[config.mk]
export PLATFORM = sky130hd
export DESIGN_NAME = oneshot_timer
export DESIGN_NICKNAME = d
export VERILOG_FILES = /design/src/rtl/ost_pkg.sv /design/src/rtl/ost_trig_sync.sv /design/src/rtl/ost_period_regs.sv /design/src/rtl/ost_pulse_core.sv /design/src/rtl/oneshot_timer.sv
export SDC_FILE = /design/constraint.sdc
export NUM_CORES = 1
export LEC_CHECK = 0
export BUFFER_PORTS_ARGS = -buffer_cell sky130_fd_sc_hd__buf_2
export CORE_ASPECT_RATIO = 0.6
export CORE_MARGIN = 2
export CORE_UTILIZATION = 60
export DETAILED_ROUTE_END_ITERATION = 12
export GPL_TIMING_DRIVEN = 0
export HOLD_SLACK_MARGIN = 0.08
export PLACE_DENSITY_LB_ADDON = 0.1
export SYNTH_ARGS = -nofsm -noshare
export SYNTH_HDL_FRONTEND = slang
export SYNTH_SLANG_ARGS = --single-unit
[constraint.sdc]
create_clock -name clk -period 3.7 [get_ports clk]
set_input_delay 0.555 -clock clk [delete_from_list [all_inputs] [get_ports clk]]
set_output_delay 0.555 -clock clk [all_outputs]
set_load 0.02 [all_outputs]
[src/rtl/ost_pkg.sv]
package ost_pkg;
   localparam int unsigned OST_MIN_SYNC = 2;
   localparam int unsigned OST_MIN_CNT_W = 2;

   typedef enum logic {
      PH_IDLE = 1'b0,
      PH_RUN  = 1'b1
   } phase_e;
endpackage

[src/rtl/ost_trig_sync.sv]
module ost_trig_sync #(
   parameter int unsigned STAGES = 2
) (
   input  logic clk,
   input  logic rst,
   input  logic din,
   output logic rise
);
   localparam int unsigned TAPS = STAGES + 1;

   logic [TAPS-1:0] chain;

   always_ff @(posedge clk) begin
      if (rst) chain <= '0;
      else     chain <= {chain[TAPS-2:0], din};
   end

   // edge taken between the last synchronizer flop and one history flop
   assign rise = chain[STAGES-1] & ~chain[STAGES];
endmodule

[src/rtl/ost_period_regs.sv]
module ost_period_regs #(
   parameter int unsigned CNT_W      = 16,
   parameter bit          HAS_SHADOW = 1'b1
) (
   input  logic             clk,
   input  logic             rst,
   input  logic             wr_en,
   input  logic [CNT_W-1:0] wr_data,
   input  logic             shadow_en,
   input  logic             load,
   output logic [CNT_W-1:0] act_o,
   output logic [CNT_W-1:0] shd_o
);
   generate
      if (HAS_SHADOW) begin : g_shadow
         logic [CNT_W-1:0] act_q;
         logic [CNT_W-1:0] shd_q;
         always_ff @(posedge clk) begin
            if (rst) begin
               act_q <= '0;
               shd_q <= '0;
            end else begin
               if (wr_en) shd_q <= wr_data;
               if (wr_en && !shadow_en)    act_q <= wr_data;
               else if (load && shadow_en) act_q <= shd_q;
            end
         end
         assign act_o = act_q;
         assign shd_o = shd_q;
      end else begin : g_direct
         logic [CNT_W-1:0] act_q;
         logic             unused_ctl;
         always_ff @(posedge clk) begin
            if (rst)        act_q <= '0;
            else if (wr_en) act_q <= wr_data;
         end
         assign unused_ctl = shadow_en | load;
         assign act_o = act_q;
         assign shd_o = act_q;
      end
   endgenerate
endmodule

[src/rtl/ost_pulse_core.sv]
module ost_pulse_core #(
   parameter int unsigned CNT_W = 16
) (
   input  logic             clk,
   input  logic             rst,
   input  logic             rise,
   input  logic             arm_ok,
   input  logic [CNT_W-1:0] eff_period,
   input  logic [CNT_W-1:0] act_period,
   input  logic [CNT_W-1:0] delay,
   output logic             running,
   output logic             armed,
   output logic [CNT_W-1:0] cnt,
   output logic             pulse,
   output logic             end_evt
);
   import ost_pkg::*;

   phase_e ph;
   logic   start;

   assign start   = (ph == PH_IDLE) && rise && (armed || arm_ok) && (eff_period != '0);
   assign end_evt = (ph == PH_RUN) && (cnt >= act_period);

   always_ff @(posedge clk) begin
      if (rst) begin
         ph    <= PH_IDLE;
         cnt   <= '0;
         armed <= 1'b0;
      end else if (start) begin
         ph    <= PH_RUN;
         cnt   <= CNT_W'(1);
         armed <= 1'b0;
      end else begin
         if (end_evt) begin
            ph  <= PH_IDLE;
            cnt <= '0;
         end else if (ph == PH_RUN) begin
            cnt <= cnt + 1'b1;
         end
         if (arm_ok) armed <= 1'b1;
      end
   end

   assign running = (ph == PH_RUN);
   assign pulse   = running && (cnt > delay);
endmodule

[src/rtl/oneshot_timer.sv]
module oneshot_timer #(
   parameter int unsigned CNT_W       = 16,
   parameter int unsigned SYNC_STAGES = 2,
   parameter bit          HAS_SHADOW  = 1'b1
) (
   input  logic             clk,
   input  logic             rst,
   input  logic             trig_in,
   input  logic             arm,
   input  logic             per_wr,
   input  logic [CNT_W-1:0] per_data,
   input  logic             shadow_en,
   input  logic [CNT_W-1:0] delay_val,
   output logic             pulse_out,
   output logic             busy
);
   import ost_pkg::*;

   generate
      if (SYNC_STAGES < OST_MIN_SYNC) begin : g_bad_sync
         $error("SYNC_STAGES must be at least %0d", OST_MIN_SYNC);
      end
      if (CNT_W < OST_MIN_CNT_W) begin : g_bad_width
         $error("CNT_W must be at least %0d", OST_MIN_CNT_W);
      end
   endgenerate

   logic             rise;
   logic             running;
   logic             armed;
   logic             arm_ok;
   logic             end_evt;
   logic             shd_live;
   logic [CNT_W-1:0] cnt;
   logic [CNT_W-1:0] act_period;
   logic [CNT_W-1:0] shd_period;
   logic [CNT_W-1:0] eff_period;

   assign arm_ok   = arm && !running;
   assign shd_live = shadow_en && HAS_SHADOW;
   // an accepted arm installs the shadow in the same edge that may start the count
   assign eff_period = (arm_ok && shd_live) ? shd_period : act_period;

   ost_trig_sync #(.STAGES(SYNC_STAGES)) u_sync (
      .clk  (clk),
      .rst  (rst),
      .din  (trig_in),
      .rise (rise)
   );

   ost_period_regs #(.CNT_W(CNT_W), .HAS_SHADOW(HAS_SHADOW)) u_regs (
      .clk       (clk),
      .rst       (rst),
      .wr_en     (per_wr),
      .wr_data   (per_data),
      .shadow_en (shadow_en),
      .load      (end_evt || arm_ok),
      .act_o     (act_period),
      .shd_o     (shd_period)
   );

   ost_pulse_core #(.CNT_W(CNT_W)) u_core (
      .clk        (clk),
      .rst        (rst),
      .rise       (rise),
      .arm_ok     (arm_ok),
      .eff_period (eff_period),
      .act_period (act_period),
      .delay      (delay_val),
      .running    (running),
      .armed      (armed),
      .cnt        (cnt),
      .pulse      (pulse_out),
      .end_evt    (end_evt)
   );

   assign busy = running || (armed && (act_period != '0));
endmodule

== After elaboration in Yosys (flattened, before gate mapping) ==
Cells that the tools add are included.
Widths: inputs -> output; s select.
Operators by class
  add/subtract/negate cells: 1
  $mul: 0
  div/mod/pow operators: 0
  magnitude comparators: 2
  eq/ne operators: 0
  shifts and indexed selects: 0
  mux-type cells: 8
  bitwise logic cells: 3
  reduce and logical (&&, ||, !) cells: 22
Operators with widths (number)
  $mux 16: 3
  $reduce_bool 16->1: 2
  $add 16x1->16 const B: 1
  $ge 16x16->1: 1
  $gt 16x16->1: 1
  $logic_and 1x1->1: 10
  $mux 1: 5
  $reduce_bool 2->1: 2
  $logic_or 1x1->1: 3
  $reduce_bool 3->1: 1
  $reduce_or 3->1: 1
  $logic_not 1->1: 2
  $not 1->1: 2
  $reduce_or 2->1: 1
  $and 1x1->1: 1
Word-level totals
  register bits: 53
  latch bits: 0
  bits in writable memories: 0
  memory bits (read-only): 0
  bits of input ports: 38
  output and inout bits: 2
  word-level logic and storage cells: 43
  memories kept: 0

== Depth between registers and ports, before layout ==
  depth after elaboration: 7
  depth in mapped cells: 9
  depth with buffers taken out: 8

== Modules after synthesis ==
Synthesis repeated with hierarchy kept, for this count alone.
Unflattened totals
  cell total of the unflattened synthesis: 372
  area, all modules: 3552.2 µm²
Modules (own cells, without submodules)
  ost_pulse_core: instances 1, cells each 199, area each 1656.6 µm², sequential area each 360.3 µm²
  ost_period_regs: instances 1, cells each 140, area each 1498.9 µm², sequential area each 640.6 µm²
  oneshot_timer: instances 1, cells each 26, area each 309.0 µm², sequential area each 0.0 µm²
  ost_trig_sync: instances 1, cells each 7, area each 87.6 µm², sequential area each 60.1 µm²

== Worst setup path after synthesis ==
OpenSTA, ideal clock, no wires.
  kind: input -> output
  from: input port delay_val[11]
  to: output port pulse_out
  arrival: 2020 ps
  required time: 3145 ps
  path slack: 1125 ps
  stages: 7
  cells stage by stage: inv_1 > ha_1 > and3_1 > a221o_1 > a21o_1 > a221oi_1 > o21ai_0
Between the ends
  cells in the longest elaborated chain, start to end: 2
Ends and longest elaborated chain
  start, declared: line oneshot_timer.sv:13  | input logic [CNT_W-1:0] delay_val,
  $gt 16x16->1: line ost_pulse_core.sv:46  | assign pulse = running && (cnt > delay);
  $logic_and 1x1->1: line ost_pulse_core.sv:46
  end, declared: line oneshot_timer.sv:14  | output logic pulse_out,
Every way passes these cells.

== Final worst setup path ==
  from: register u_core.cnt[11]
  to: output port pulse_out
Between the ends
  cells in the longest elaborated chain, start to end: 2
Ends and longest elaborated chain
  start, declared: line ost_pulse_core.sv:13  | output logic [CNT_W-1:0] cnt,
  start signal, assigned: line ost_pulse_core.sv:39  | cnt <= cnt + 1'b1;
  $gt 16x16->1: line ost_pulse_core.sv:46
  $logic_and 1x1->1: line ost_pulse_core.sv:46
Every way passes these cells.

==> impl_metrics.ini <==
[run_status]
outcome = finished, final reports clean

[critical_path]
crit_type = flop to output port
slowest_stage = dfxtp_1
cp-start-kind = flop
worstPathArrival_ps = 2250
cpPeakStageDelay_ps = 450
path_cells = ha_1 > and3_1 > a221o_1 > a21o_1 > a221oi_1 > o21ai_0 > buf_2
r2r_cells = 9
regToRegStartpoint = u_regs.act_o[12]$_SDFFE_PP0P_
cp_data_required_time_ps = 3140
rr_endpoint = u_regs.act_o[7]$_SDFFE_PP0P_
cp-end-kind = output port
ff2ff_setup_slack_ps = 1020
crit_fanout = 6

[hold_path]
hold_start = trig_in
holdCritPathClass = primary input to flop
holdPathStages = 2
whs_endpoint = u_sync.chain[0]$_SDFF_PP0_

[floorplanning]
fp.dieH_um = 60.8
dieArea_um2 = 6000
die_w_um = 98.7
core_area_um2 = 5130
start_util_pct = 62.9
num_io_pins = 40
rows = 20

[sta]
setup_slack_ps = 893
hold_slack_ps = 457
hold_viol = 0
rsz0062_at_grt = false
setup-violations-final = 0
finClkSkew_ps = 6.10
finalCritPeriodShare_pct = 75.9
drv_slew = 0
tns_ps = 0
max_freq_mhz = 356
worst_slew_pin_slew_ps = 773
timing.slew.headroom_pct = 48.5
finalCriticalPeriod_ps = 2810

[clocking]
cts_num_sinks = 53
h-tree-depth = 2
cts_buffer_depth = 2
root_buffer = clkbuf_8
hold_buffers = 0
clkTransAtPathRegs_ps = 100
cts_resized = 0
clock_latency_ps = 300
cts_buffers = 5
cts_tree = built
post_cts_buffers = 0

[power_and_ir_drop]
p_sw_share_pct = 27.2
p_sw_uw = 337
combPwrFrac_pct = 17.3
pwr-share-seq_pct = 50.5
power.leakage_nw = 1.62
cellPowerDensity_nw_per_um2 = 343
pwr-share-clk_pct = 32.2
worst_ir_drop_vdd_mv = 0.213
internal_power_uw = 902

[layout]
final_nets = 487
drive_gt1_share_pct = 15.3
design_area_um2 = 3610
layout.cells.non_filler = 483
antenna_cells = 0
areaGrowthSynthToFinish_pct = 11.7
layout_common_cells = 53 x dfxtp_1, 40 x buf_2, 37 x inv_1, 35 x nor2_1
mostFrequentLayoutCell = dfxtp_1

[global_route]
grt_max_degree = 17
grt_pass1_wl_um = 11900
antenna_found_initial = 0
grt_pass1_vias = 2545
grt_overflow = 0
grt_use_total_pct = 25.1

[drt]
vias_per_cell = 5.76
ant_nets = 0
drc_errors = 0
wl_met2_um = 2970
drt-met1-wl_um = 3940
routed_wl_um = 7260
drtIter0Drc = 125
top_layer_used = met4
wl_met3_um = 331
vias = 2780
drt_pre_antenna_iters = 4
wl_per_cell_um = 15.0

[placement]
hpwl_um = 5740
dpl_cell_area_um2 = 3500
pre_cts_slack_ps = 971
io_buffers = 37
dp_cells = 475
gp_congestion = 0.791

[synthesis]
synth_edf_count = 0
syn_area_um2 = 3230
syn_nets = 443
synth_seq_area_share_pct = 32.9
yosysWarnings = 0
yosys.cell_types.count = 47
netlist_instances = 372
yosys_most_used_dff = dfxtp_1
synth-seq-cells = 53
avgSynthCellArea_um2 = 8.68
async_flop_share_pct = 0

[run]
drv_cap = 0
through the flow:
step	util, %	power, mW
floorplan	-	0.784
global placement	68.1	0.841
detailed placement	68.1	0.850
CTS	70.3	1.24
global route	70.3	1.30
finish	70.3	1.24
routing by layer:
layer  track usage (%)  up-vias
li1                  -     1394
met1              39.0     1321
met2              37.6       63
met3              4.26        2
met4              3.33        0
met5                 0        -
cells in the mapped netlist (2+ instances only):
master | instances | area [um^2]
nand2b_1 | 3 | 18.8
nand2_1 | 11 | 41.3
dfxtp_1 | 53 | 1060
buf_4 | 2 | 15.0
nand3_1 | 13 | 65.1
clkbuf_1 | 9 | 33.8
nor3b_2 | 3 | 37.5
inv_1 | 37 | 139
nor3_1 | 23 | 115
xor2_1 | 9 | 78.8
nor3b_1 | 15 | 113
nor4_1 | 9 | 56.3
a21oi_1 | 9 | 45.0
mux2i_1 | 33 | 330
a211oi_1 | 2 | 15.0
nor2b_1 | 6 | 37.5
xnor2_1 | 3 | 26.3
a31oi_1 | 2 | 12.5
ha_1 | 33 | 413
o21ai_0 | 22 | 110
a21o_1 | 2 | 15.0
buf_2 | 3 | 15.0
and3_1 | 4 | 25.0
nor2_1 | 35 | 131
and2_1 | 2 | 12.5
nand4_1 | 8 | 50.1
worst max path at each step:
stage / start / end / slack, ps / depth (start not counted)
3_3_place_gp: delay_val[11] / pulse_out / 980 / 9
4_1_cts: u_core.cnt[11]$_SDFFE_PP0P_ / pulse_out / 890 / 7
3_5_place_dp: delay_val[11] / pulse_out / 970 / 9
2_1_floorplan: delay_val[11] / pulse_out / 1120 / 7
6_report: u_core.cnt[11]$_SDFFE_PP0P_ / pulse_out / 890 / 7
5_1_grt: u_core.cnt[11]$_SDFFE_PP0P_ / pulse_out / 690 / 7
critical path: cells and delay by family (launching register included):
family / cells / cell delay (ps)
flops: 1 / 450
compound gates: 4 / 870
buf+inv: 1 / 160
fa+ha+maj: 1 / 280
simple gates: 1 / 190
cells by family (layout without fill, tap and decap cells):
| logic type | after synthesis | count (layout) | share of synthesized area, % |
|---|---|---|---|
| flip-flops | 53 | 53 | 32.9 |
| multiplexers | 33 | 33 | 10.2 |
| AO/OA/AOI/OAI | 49 | 49 | 9.88 |
| XOR/XNOR | 12 | 12 | 3.26 |
| buffers and inverters | 54 | 99 | 6.90 |
| adder cells (fa/ha/maj) | 33 | 33 | 12.8 |
| AND/OR/NAND/NOR | 138 | 138 | 24.1 |
sequential cells by signal (all words and copies together) (netlist names):
signal          flops
u_sync.chain        3
u_core.armed        1
u_regs.act_o       16
u_regs.shd_o       16
u_core.cnt         16
u_core.running      1
area by class of cell:
class	instances	area, um^2
Multi-Input combinational cell	265	1940
Fill cell	452	1520
Sequential cell	53	1060
Timing Repair Buffer	37	185
Inverter	37	139
Buffer	17	83.8
Tap cell	66	82.6
Clock buffer	6	72.6
Clock inverter	2	38.8
power by group through the flow:
| stage | Clock [mW] | Combinational [mW] | Sequential (mW) |
|---|---|---|---|
| 2_1_floorplan | 0 | 0.154 | 0.630 |
| 3_3_place_gp | 0 | 0.205 | 0.637 |
| 3_5_place_dp | 0 | 0.213 | 0.638 |
| 4_1_cts | 0.405 | 0.214 | 0.625 |
| 5_1_grt | 0.427 | 0.240 | 0.630 |
| 6_report | 0.398 | 0.215 | 0.626 |
(Power assumes the default switching activity.)
